<file path="src/rtl/burst_gate_pkg.sv">
package burst_gate_pkg;
  typedef enum logic {
    EDGE_RISE = 1'b0,
    EDGE_FALL = 1'b1
  } edge_kind_e;

  function automatic int half_of(input int d);
    return d / 2;
  endfunction
endpackage

</file>
<file path="src/rtl/ref_edge_sync.sv">
module ref_edge_sync #(
  parameter int STAGES = 2
) (
  input  logic clk,
  input  logic rst,
  input  logic ref_in,
  input  logic edge_sel,
  output logic hit
);
  import burst_gate_pkg::*;

  // sh[STAGES-1] is the synchronized level, sh[STAGES] its previous value
  logic [STAGES:0] sh;

  always_ff @(posedge clk) begin
    if (rst) sh <= '0;
    else     sh <= {sh[STAGES-1:0], ref_in};
  end

  always_comb begin
    if (edge_kind_e'(edge_sel) == EDGE_FALL) hit = ~sh[STAGES-1] &  sh[STAGES];
    else                                     hit =  sh[STAGES-1] & ~sh[STAGES];
  end
endmodule

</file>
<file path="src/rtl/phase_prescaler.sv">
module phase_prescaler #(
  parameter int DIV = 8
) (
  input  logic clk,
  input  logic rst,
  input  logic clear,
  output logic div_next
);
  import burst_gate_pkg::*;

  localparam int PW   = (DIV > 2) ? $clog2(DIV) : 1;
  localparam int HALF = half_of(DIV);

  logic [PW-1:0] pre;

  generate
    if ((1 << PW) == DIV) begin : g_pow2
      always_ff @(posedge clk) begin
        if (rst || clear) pre <= '0;
        else              pre <= pre + 1'b1;
      end
    end else begin : g_mod
      always_ff @(posedge clk) begin
        if (rst || clear)              pre <= '0;
        else if (pre == PW'(DIV - 1))  pre <= '0;
        else                           pre <= pre + 1'b1;
      end
    end
  endgenerate

  assign div_next = (pre < PW'(HALF));
endmodule

</file>
<file path="src/rtl/period_gate_timer.sv">
module period_gate_timer #(
  parameter int CNT_W      = 12,
  parameter int RST_PERIOD = 272,
  parameter int RST_ON     = 0,
  parameter int RST_OFF    = 128
) (
  input  logic             clk,
  input  logic             rst,
  input  logic             clear,
  input  logic [CNT_W-1:0] period_cfg,
  input  logic [CNT_W-1:0] on_cfg,
  input  logic [CNT_W-1:0] off_cfg,
  output logic             gate_next
);
  logic [CNT_W-1:0] cnt;
  logic [CNT_W-1:0] per_sh, on_sh, off_sh;
  logic             wrap;

  assign wrap = (cnt == per_sh - 1'b1);

  always_ff @(posedge clk) begin
    if (rst) begin
      cnt    <= '0;
      per_sh <= CNT_W'(RST_PERIOD);
      on_sh  <= CNT_W'(RST_ON);
      off_sh <= CNT_W'(RST_OFF);
    end else if (clear || wrap) begin
      cnt    <= '0;
      per_sh <= period_cfg;
      on_sh  <= on_cfg;
      off_sh <= off_cfg;
    end else begin
      cnt    <= cnt + 1'b1;
    end
  end

  assign gate_next = (cnt >= on_sh) && (cnt < off_sh);
endmodule

</file>
<file path="src/rtl/burst_out_stage.sv">
module burst_out_stage (
  input  logic clk,
  input  logic rst,
  input  logic div_next,
  input  logic gate_next,
  output logic div_clk,
  output logic gate,
  output logic burst_clk
);
  logic en;

  always_ff @(posedge clk) begin
    if (rst) begin
      div_clk   <= 1'b0;
      gate      <= 1'b0;
      burst_clk <= 1'b0;
      en        <= 1'b0;
    end else begin
      div_clk   <= div_next;
      gate      <= gate_next;
      if (!div_next) en <= gate_next;
      burst_clk <= div_next & en;
    end
  end
endmodule

</file>
<file path="src/rtl/burst_gate_gen.sv">
module burst_gate_gen #(
  parameter int DIV         = 8,
  parameter int CNT_W       = 12,
  parameter int SYNC_STAGES = 2,
  parameter int RST_PERIOD  = 272,
  parameter int RST_ON      = 0,
  parameter int RST_OFF     = 128
) (
  input  logic             clk,
  input  logic             rst,
  input  logic             arm,
  input  logic             ref_in,
  input  logic             edge_sel,
  input  logic [CNT_W-1:0] period_cfg,
  input  logic [CNT_W-1:0] on_cfg,
  input  logic [CNT_W-1:0] off_cfg,
  output logic             div_clk,
  output logic             gate,
  output logic             burst_clk,
  output logic             aligned
);
  logic hit, armed, align, div_next, gate_next;

  ref_edge_sync #(.STAGES(SYNC_STAGES)) u_sync (
    .clk(clk), .rst(rst), .ref_in(ref_in), .edge_sel(edge_sel), .hit(hit)
  );

  assign align = armed & hit;

  always_ff @(posedge clk) begin
    if (rst) begin
      armed   <= 1'b0;
      aligned <= 1'b0;
    end else if (arm) begin
      armed   <= 1'b1;
      aligned <= 1'b0;
    end else if (align) begin
      armed   <= 1'b0;
      aligned <= 1'b1;
    end
  end

  phase_prescaler #(.DIV(DIV)) u_pre (
    .clk(clk), .rst(rst), .clear(align), .div_next(div_next)
  );

  period_gate_timer #(
    .CNT_W(CNT_W), .RST_PERIOD(RST_PERIOD), .RST_ON(RST_ON), .RST_OFF(RST_OFF)
  ) u_timer (
    .clk(clk), .rst(rst), .clear(align),
    .period_cfg(period_cfg), .on_cfg(on_cfg), .off_cfg(off_cfg),
    .gate_next(gate_next)
  );

  burst_out_stage u_out (
    .clk(clk), .rst(rst), .div_next(div_next), .gate_next(gate_next),
    .div_clk(div_clk), .gate(gate), .burst_clk(burst_clk)
  );
endmodule

</file>
<file path="config.mk">
export PLATFORM = sky130hd
export DESIGN_NAME = burst_gate_gen
export DESIGN_NICKNAME = d
export VERILOG_FILES = /design/src/rtl/burst_gate_pkg.sv /design/src/rtl/ref_edge_sync.sv /design/src/rtl/phase_prescaler.sv /design/src/rtl/period_gate_timer.sv /design/src/rtl/burst_out_stage.sv /design/src/rtl/burst_gate_gen.sv
export SDC_FILE = /design/constraint.sdc
export NUM_CORES = 1
export LEC_CHECK = 0
export ABC_AREA = 1
export CAP_MARGIN = 20
export CORE_UTILIZATION = 53
export CTS_CLUSTER_SIZE = 25
export DETAILED_ROUTE_END_ITERATION = 10
export HOLD_SLACK_MARGIN = 0.12
export PLACE_DENSITY = 0.81
export SLEW_MARGIN = 20
export SYNTH_ARGS = -nofsm -noshare
export SYNTH_HDL_FRONTEND = slang
export SYNTH_SLANG_ARGS = --single-unit
</file>
<file path="constraint.sdc">
create_clock -name clk -period 2.87 [get_ports clk]
set_input_delay 0.4305 -clock clk [delete_from_list [all_inputs] [get_ports clk]]
set_output_delay 0.4305 -clock clk [all_outputs]
set_load 0.01 [all_outputs]
</file>
* Word-level counts from Yosys, hierarchy flattened
Cells that the tools add are included.
Storage, ports and cells: flip-flop bits (word level) 60, logic and storage cells 34, input bits 41
Cells by class: bitwise operators 6, mux-type cells 3, equality and inequality tests 1, magnitude comparators 3, reduce and logical (&&, ||, !) cells 6, $add $sub $neg 3
Operators with widths (count):
- 12-bit by 1-bit adder with 12-bit output (second input constant) | 1
- 12-bit == test | 1
- 12-bit >= comparator | 1
- 12-bit < comparator | 1
- 12-bit by 1-bit subtractor with 12-bit output (second input constant) | 1
- 1-bit AND | 4
- 2-bit OR reduction | 2
- 3-bit by 1-bit adder with 3-bit output (second input constant) | 1
- 3-bit < comparator (second input constant) | 1
- 1-bit 2-to-1 mux | 3
- 1-bit logical OR | 2
- 1-bit inverter | 2
- 2-bit nonzero test | 1
- 1-bit logical AND | 1

* Depth between registers and ports, before layout
Gate-level depths: netlist of run 1.
depth after elaboration 6, gate-level depth with buffers 15, depth with buffers taken out 14

* Hierarchy
Synthesis of run 1 repeated with hierarchy kept, for this count alone.
Second synthesis, totals: cells, all modules 519, area, all modules 3487.1 µm²
Modules (own cells, without submodules):
- period_gate_timer | area each 3061.7 µm², cells each 465, instances 1, seq. area each 960.9 µm²
- burst_out_stage | area each 126.4 µm², cells each 13, instances 1, seq. area each 80.1 µm²
- phase_prescaler | area each 112.6 µm², cells each 14, instances 1, seq. area each 60.1 µm²
- ref_edge_sync | area each 103.8 µm², cells each 14, instances 1, seq. area each 60.1 µm²
- burst_gate_gen | area each 82.6 µm², cells each 13, instances 1, seq. area each 40.0 µm²

* Worst setup path after synthesis of run 1
No wires, ideal clock.
kind flip-flop to flip-flop, start register u_timer.per_sh[0], end register u_timer.off_sh[10], stages on the path, launching flop included 12, data required time 2755 ps, arrival time 1724 ps, setup slack 1031 ps, cell sequence dfxtp_1 inv_2 ha_1 xor2_1 nand3_1 nor2_1 nand2_1 nor2_2 nand3_4 buf_2 a21oi_1 nor2_1
On the way: longest elaborated chain between the ends 3
RTL lines:
- start: declaration | line period_gate_timer.sv:16 | logic [CNT_W-1:0] per_sh, on_sh, off_sh;
- start signal: assignment | line period_gate_timer.sv:24 | per_sh <= CNT_W'(RST_PERIOD);
- start signal: assignment | line period_gate_timer.sv:29 | per_sh <= period_cfg;
- 12-bit by 1-bit subtractor with 12-bit output | line period_gate_timer.sv:19 | assign wrap = (cnt == per_sh - 1'b1);
- 12-bit == test | line period_gate_timer.sv:19
- 1-bit logical OR | line period_gate_timer.sv:27 | end else if (clear || wrap) begin
- end signal: assignment | line period_gate_timer.sv:26 | off_sh <= CNT_W'(RST_OFF);
- end signal: assignment | line period_gate_timer.sv:31 | off_sh <= off_cfg;
- end: declaration | line period_gate_timer.sv:16
No other way between the ends. A chain may end at the register's enable or synchronous reset.

* Worst setup path after layout of run 1
start register u_timer.per_sh[0], end register u_timer.off_sh[8]
The elaborated chain is that of the path after synthesis.

==> results.sh, run 1 <==
export IMPL_drtPass1Iterations=5
export IMPL_ir_drop_v=0.000513
export IMPL_placed_area_sq_um=3910
export IMPL_worstPathRequired_ns=3.09
export IMPL_syn_nets=563
export IMPL_tightestPinTransition_ns=0.463
export IMPL_drc_errors=0
export IMPL_drv_slew=0
export IMPL_die_h_microns=82.6
export IMPL_grt_max_degree=40
export IMPL_synthSimpleGateAreaFrac=0.311
export IMPL_fin_nets=602
export IMPL_r2r_slack_ns=0.45
export IMPL_arrival_ns=2.64
export IMPL_grt_pass1_vias=2824
export IMPL_p_int_mw=1.58
export IMPL_synth_area_leaders="dfxtp_1 (35%), nand2_1 (11%), ha_1 (9.5%)"
export IMPL_clkPwrFrac=0.422
export IMPL_r2r_start="u_timer.per_sh[0]$_SDFFE_PP0P_"
export IMPL_slew_headroom=0.690
export IMPL_outcome="finished clean"
export IMPL_drt_iter0_drc=207
export IMPL_synth_compound_area_frac=0.0945
export IMPL_register_area_sq_um=1200
export IMPL_yosys_cell_count_top_type="nand2_1"
export IMPL_rsz0062_at_grt="no"
export IMPL_area_delta_synth_final_pct=20.4
export IMPL_multi_input_area_sq_um=1880
export IMPL_endpoint_kind="register"
export IMPL_io_pins=45
export IMPL_cts_buffers=9
export IMPL_p_comb_frac=0.147
export IMPL_antenna_found_initial=0
export IMPL_start_util=0.565
export IMPL_synth_edf_count=0
export IMPL_seq_power_share=0.431
export IMPL_max_cap_violations=0
export IMPL_r2r_end="u_timer.off_sh[8]$_SDFFE_PP0P_"
export IMPL_synth_seq_area_share=0.349
export IMPL_layoutNonFillerInstCount=615
export IMPL_track_usage=0.245
export IMPL_core_area_sq_um=6100
export IMPL_holdBufCountCts=0
export IMPL_clkTransAtPathRegs_ns=0.07
export IMPL_async_flop_share=0
export IMPL_syn_area_sq_um=3440
export IMPL_clk_latency_ns=0.34
export IMPL_dr_total_vias=3160
export IMPL_crit_path_max_fanout=27
export IMPL_synth_top_area_share=0.349
export IMPL_hp_class="reg2reg"
export IMPL_final_setup_skew_ns=0.00776
export IMPL_wl_per_cell_microns=12.2
export IMPL_cts_resized=0
export IMPL_ys_flop_type="dfxtp_1"
export IMPL_die_w_microns=82.6
export IMPL_path_class="reg2reg"
export IMPL_post_route_cell_area_sq_um=4150
export IMPL_crit_end="u_timer.off_sh[8]$_SDFFE_PP0P_"
export IMPL_cts_sinks=60
export IMPL_synth_xor_area_share=0.0458
export IMPL_final_core_util=0.680
export IMPL_die_area_sq_um=6820
export IMPL_synthTopCellsByCount="nand2_1 (104), nor2_1 (72), inv_1 (61)"
export IMPL_hpwlAfterDp_microns=5380
export IMPL_fin_crit_ns=2.42
export IMPL_synth_top_family_by_area="simple AND/OR/NAND/NOR gates"
export IMPL_finalWirelength_microns=7520
export IMPL_netlist_instances=496
export IMPL_ant_nets=0
export IMPL_gr_total_overflow=0
export IMPL_tns_ns=0
export IMPL_crit_start="u_timer.per_sh[0]$_SDFFE_PP0P_"
export IMPL_diodes=0
export IMPL_port_buffer_count=44
export IMPL_fp_row_count=28
export IMPL_rr_worst_depth=13
export IMPL_vias_per_cell=5.14
export IMPL_synth_fa_ha_area_frac=0.0945
export IMPL_cts_tree="built"
export IMPL_postSynthAreaPerCell_sq_um=6.94
export IMPL_switching_power_mw=0.521
export IMPL_synth_cell_types=30
export IMPL_cts_max_level=3
export IMPL_synth_largest_area_cell="dfxtp_1"
export IMPL_fmax_mhz=413
export IMPL_power_mw=2.10
export IMPL_finalSetupViolCount=0
export IMPL_cts_setup_buffers=0
export IMPL_cts_root_buf="clkbuf_8"
export IMPL_clockBufferDepth=2
export IMPL_final_hold_violation_count=0
export IMPL_dp_cells=599
export IMPL_synth_mux_area_frac=0
export IMPL_yosysWarnings=0
export IMPL_p_leak_nw=1.98
export IMPL_drive_above_1_share=0.0685
export IMPL_timing_final_crit_share=0.843
export IMPL_gp_congestion=0.914
export IMPL_cellPowerDensity_nw_per_um2=508
export IMPL_synth_seq_cells=60
export IMPL_swShare=0.247
export IMPL_start_kind="register"
export IMPL_grt_pass1_wl_microns=12400
export IMPL_nFillCells=533
## registers in the layout, indices dropped and copies added (netlist names)
signal / flops
u_out.div_clk: 1
u_out.burst_clk: 1
u_out.en: 1
armed: 1
u_out.gate: 1
u_timer.on_sh: 12
u_pre.pre: 3
u_timer.cnt: 12
aligned: 1
u_sync.sh: 3
u_timer.off_sh: 12
u_timer.per_sh: 12
## final cells by class
type	instances	area share
clock buffers	13	0.0407
clock inverters	3	0.0163
inverters	63	0.0570
multi-input cells	351	0.453
flip-flops and latches	60	0.290
well taps	75	0.0226
repair buffers	50	0.120
## power by group through the flow
stage                     sequential (mW)  clock (mW)  combinational (mW)
after detailed placement            0.924           0               0.306
after global routing                0.910       0.947               0.352
after floorplan                     0.916           0               0.200
after CTS                           0.906       0.907               0.311
final                               0.906       0.889               0.309
after global placement              0.922           0               0.299
## logic make-up (layout without fill, tap and decap cells)
family,Yosys count,in the layout
simple gates,251,251
flops,60,60
fa+ha+maj,26,26
buf+inv,85,129
compound gates,56,56
xor+xnor,18,18
## placed cells by master (no fill, tap or decap), types with 2 or more instances in the layout
cell and n:
inv_1 61, nand2_1 104, nand4_1 4, buf_4 5, inv_2 2, nor2_2 5
clkbuf_8 12, o21ai_0 7, nor2_1 72, a211oi_1 2, a21oi_2 7, nand3_1 59
clkdlybuf4s50_1 44, bufinv_16 2, ha_1 26, xor2_1 11, xnor2_1 7, nor3_1 2
dfxtp_1 60, a21oi_1 35, o21a_1 2
## worst min path at each step
stage / to / slack, ns / from / cells past startpoint
finish: u_sync.sh[1]$_SDFF_PP0_ / 0.40 / u_sync.sh[0]$_SDFF_PP0_ / 2
global route: u_sync.sh[1]$_SDFF_PP0_ / 0.44 / u_sync.sh[0]$_SDFF_PP0_ / 2
CTS: u_sync.sh[1]$_SDFF_PP0_ / 0.41 / u_sync.sh[0]$_SDFF_PP0_ / 2
detailed placement: u_sync.sh[1]$_SDFF_PP0_ / 0.40 / u_sync.sh[0]$_SDFF_PP0_ / 2
global placement: u_sync.sh[1]$_SDFF_PP0_ / 0.39 / u_sync.sh[0]$_SDFF_PP0_ / 2
floorplan: u_sync.sh[1]$_SDFF_PP0_ / 0.39 / u_sync.sh[0]$_SDFF_PP0_ / 2
## critical path, stage by stage, from the launching register on
cell and delay (ns):
dfxtp_1 0.40, inv_2 0.10, ha_1 0.24, nand2_1 0.11
nor2_1 0.07, nand2_1 0.09, nand2_1 0.05, nand3_1 0.07
nand2_1 0.07, nor2_1 0.18, nand3_4 0.28, buf_4 0.33
a21oi_1 0.22, nor2_1 0.10
## per-stage QoR
step / setup WS, ns / hold WS (ns)
2_1_floorplan: 1.03 / 0.388
3_3_place_gp: 0.656 / 0.391
3_5_place_dp: 0.579 / 0.398
4_1_cts: 0.526 / 0.409
5_1_grt: 0.291 / 0.437
6_report: 0.449 / 0.402
## per-layer routing
layer	wire length, microns	global-route usage
met1	3360	0.295
met2	3540	0.415
met3	453	0.0637
met4	170	0.100
met5	0	0
(Power assumes the default switching activity.)
==> run 2, diff against run 1 <==
==> constraint.sdc (replaced) <==
create_clock -name clk -period 2.28 [get_ports clk]
set_input_delay 0.342 -clock clk [delete_from_list [all_inputs] [get_ports clk]]
set_output_delay 0.342 -clock clk [all_outputs]
set_load 0.01 [all_outputs]
==> run 2 against run 1 <==
  * Cell area grew 1.4%
  * First-iteration DRC count is the same
  * Fmax grew 14%
  * Power grew 24%
  * Hold slack gained 0.0096 ns
  * Via count grew 3.7%
  * Register-to-register slack lost 0.29 ns
  * Clock power grew 21%
==> results.sh, run 2 (synthesis results as in run 1) <==
export IMPL_grt_pass1_vias=2934
export IMPL_final_setup_skew_ns=0.00830
export IMPL_cp_slowest_cell="dfxtp_1"
export IMPL_fin_crit_ns=2.12
export IMPL_register_area_sq_um=1200
export IMPL_start_util=0.565
export IMPL_cellPowerDensity_nw_per_um2=623
export IMPL_cts_tree="built"
export IMPL_ant_nets=0
export IMPL_hp_class="reg2reg"
export IMPL_tightestPinTransition_ns=0.403
export IMPL_final_core_util=0.689
export IMPL_die_w_microns=82.6
export IMPL_final_hold_violation_count=0
export IMPL_final_common_cell="nand2_1"
export IMPL_fp_row_count=28
export IMPL_crit_path_max_fanout=38
export IMPL_cts_buffers=9
export IMPL_max_cap_violations=0
export IMPL_track_usage=0.249
export IMPL_hold_ws_ns=0.412
export IMPL_critPathBufInv=2
export IMPL_core_area_sq_um=6100
export IMPL_gr_total_overflow=0
export IMPL_ir_drop_v=0.000407
export IMPL_dr_total_vias=3276
export IMPL_multi_input_area_sq_um=1890
export IMPL_drc_errors=0
export IMPL_drt_iter0_drc=207
export IMPL_crit_path_frequent_cell="nand2_1"
export IMPL_start_kind="register"
export IMPL_clkTransAtPathRegs_ns=0.08
export IMPL_holdBufCountCts=0
export IMPL_slowest_delay_ns=0.40
export IMPL_clk_latency_ns=0.34
export IMPL_power_mw=2.62
export IMPL_vias_per_cell=5.28
export IMPL_clockBufferDepth=2
export IMPL_fmax_mhz=472
export IMPL_crit_chain="inv_2 -> ha_1 -> nand2_1 -> nor2_1 -> nand2_1 -> nand2_1 -> nand3_1 -> nand2_1 -> nor2_1 -> nand3_4 -> buf_12 -> a21oi_1 -> nor2_1"
export IMPL_slew_headroom=0.731
export IMPL_p_leak_nw=2.01
export IMPL_finalWirelength_microns=7920
export IMPL_diodes=0
export IMPL_rsz0062_at_grt="no"
export IMPL_gp_congestion=0.873
export IMPL_worstPathRequired_ns=2.51
export IMPL_grt_pass1_wl_microns=12800
export IMPL_cts_root_buf="clkbuf_8"
export IMPL_die_h_microns=82.6
export IMPL_path_delay_family="simple AND/OR/NAND/NOR gates"
export IMPL_drv_slew=0
export IMPL_hpwlAfterDp_microns=5500
export IMPL_drive_above_1_share=0.0842
export IMPL_outcome="finished clean"
export IMPL_endpoint_kind="register"
export IMPL_cts_sinks=60
export IMPL_area_delta_synth_final_pct=22.1
export IMPL_port_buffer_count=44
export IMPL_arrival_ns=2.35
export IMPL_antenna_found_initial=0
export IMPL_die_area_sq_um=6820
export IMPL_wl_per_cell_microns=12.7
export IMPL_timing_final_crit_share=0.930
export IMPL_final_cell_mix="nand2_1 (104), nor2_1 (71), inv_1 (61), dfxtp_1 (60), nand3_1 (58)"
export IMPL_nFillCells=516
export IMPL_drtPass1Iterations=5
export IMPL_grt_max_degree=42
export IMPL_tns_ns=0
export IMPL_finalSetupViolCount=0
export IMPL_io_pins=45
export IMPL_fin_nets=608
export IMPL_cts_max_level=3
export IMPL_path_class="reg2reg"
[run 2: cell types whose count changed in the layout (fill, tap and decap cells not counted), sizes merged]
cell	previous run	this run
clkbuf	13	9
buf	6	12
clkinv	0	4
[run 2: stage by stage]
| stage | setup slack (ns) | cells | area, sq um |
|---|---|---|---|
| after floorplan | 0.441 | 496 | 3440 |
| after global placement | 0.187 | 600 | 3940 |
| after detailed placement | 0.116 | 600 | 3940 |
| after CTS | 0.115 | 616 | 4160 |
| after global routing | 0.00500 | 621 | 4200 |
| final | 0.161 | 621 | 4200 |
[run 2: path summary, 6_finish.rpt]
kind / slack [ns] / depth (start not counted) / startpoint / to
setup reg to reg: 0.16 / 13 / u_timer.per_sh[0]$_SDFFE_PP0P_ / u_timer.on_sh[11]$_SDFFE_PP0P_
setup / recovery: 0.16 / 13 / u_timer.per_sh[0]$_SDFFE_PP0P_ / u_timer.on_sh[11]$_SDFFE_PP0P_
hold / removal: 0.41 / 2 / u_sync.sh[0]$_SDFF_PP0_ / u_sync.sh[1]$_SDFF_PP0_
hold reg to reg: 0.41 / 2 / u_sync.sh[0]$_SDFF_PP0_ / u_sync.sh[1]$_SDFF_PP0_
[run 2: routing by layer]
| layer | wire (microns) | share of wire | up-vias | GRT usage |
|---|---|---|---|---|
| li1 | - | - | 1666 | - |
| met2 | 3730 | 0.47 | 120 | 0.418 |
| met1 | 3540 | 0.45 | 1469 | 0.308 |
| met5 | 0 | 0 | - | 0 |
| met3 | 438 | 0.055 | 21 | 0.0396 |
| met4 | 215 | 0.027 | 0 | 0.129 |
[run 2: layout make-up]
| class | instances | area share |
|---|---|---|
| flip-flops and latches | 60 | 0.286 |
| multi-input cells | 351 | 0.449 |
| well taps | 75 | 0.0223 |
| repair buffers | 56 | 0.135 |
| clock buffers | 9 | 0.0295 |
| clock inverters | 7 | 0.0217 |
| inverters | 63 | 0.0563 |
[run 2: power breakdown]
group | switching, mW | leakage, nW | internal (mW)
registers | 0.0396 | 0.490 | 1.10
clock network | 0.469 | 0.109 | 0.611
logic | 0.209 | 1.41 | 0.186
[run 2: repair_timing]
item | CTS | global route
resized for setup | 0 | 2
endpoints found under the setup margin | 0 | 36
setup buffers | 0 | 5
[run 2: worst min-delay path, stage by stage (launching register included)]
cell and delay [ns]:
dfxtp_1 0.30, inv_1 0.04, nor2_1 0.03
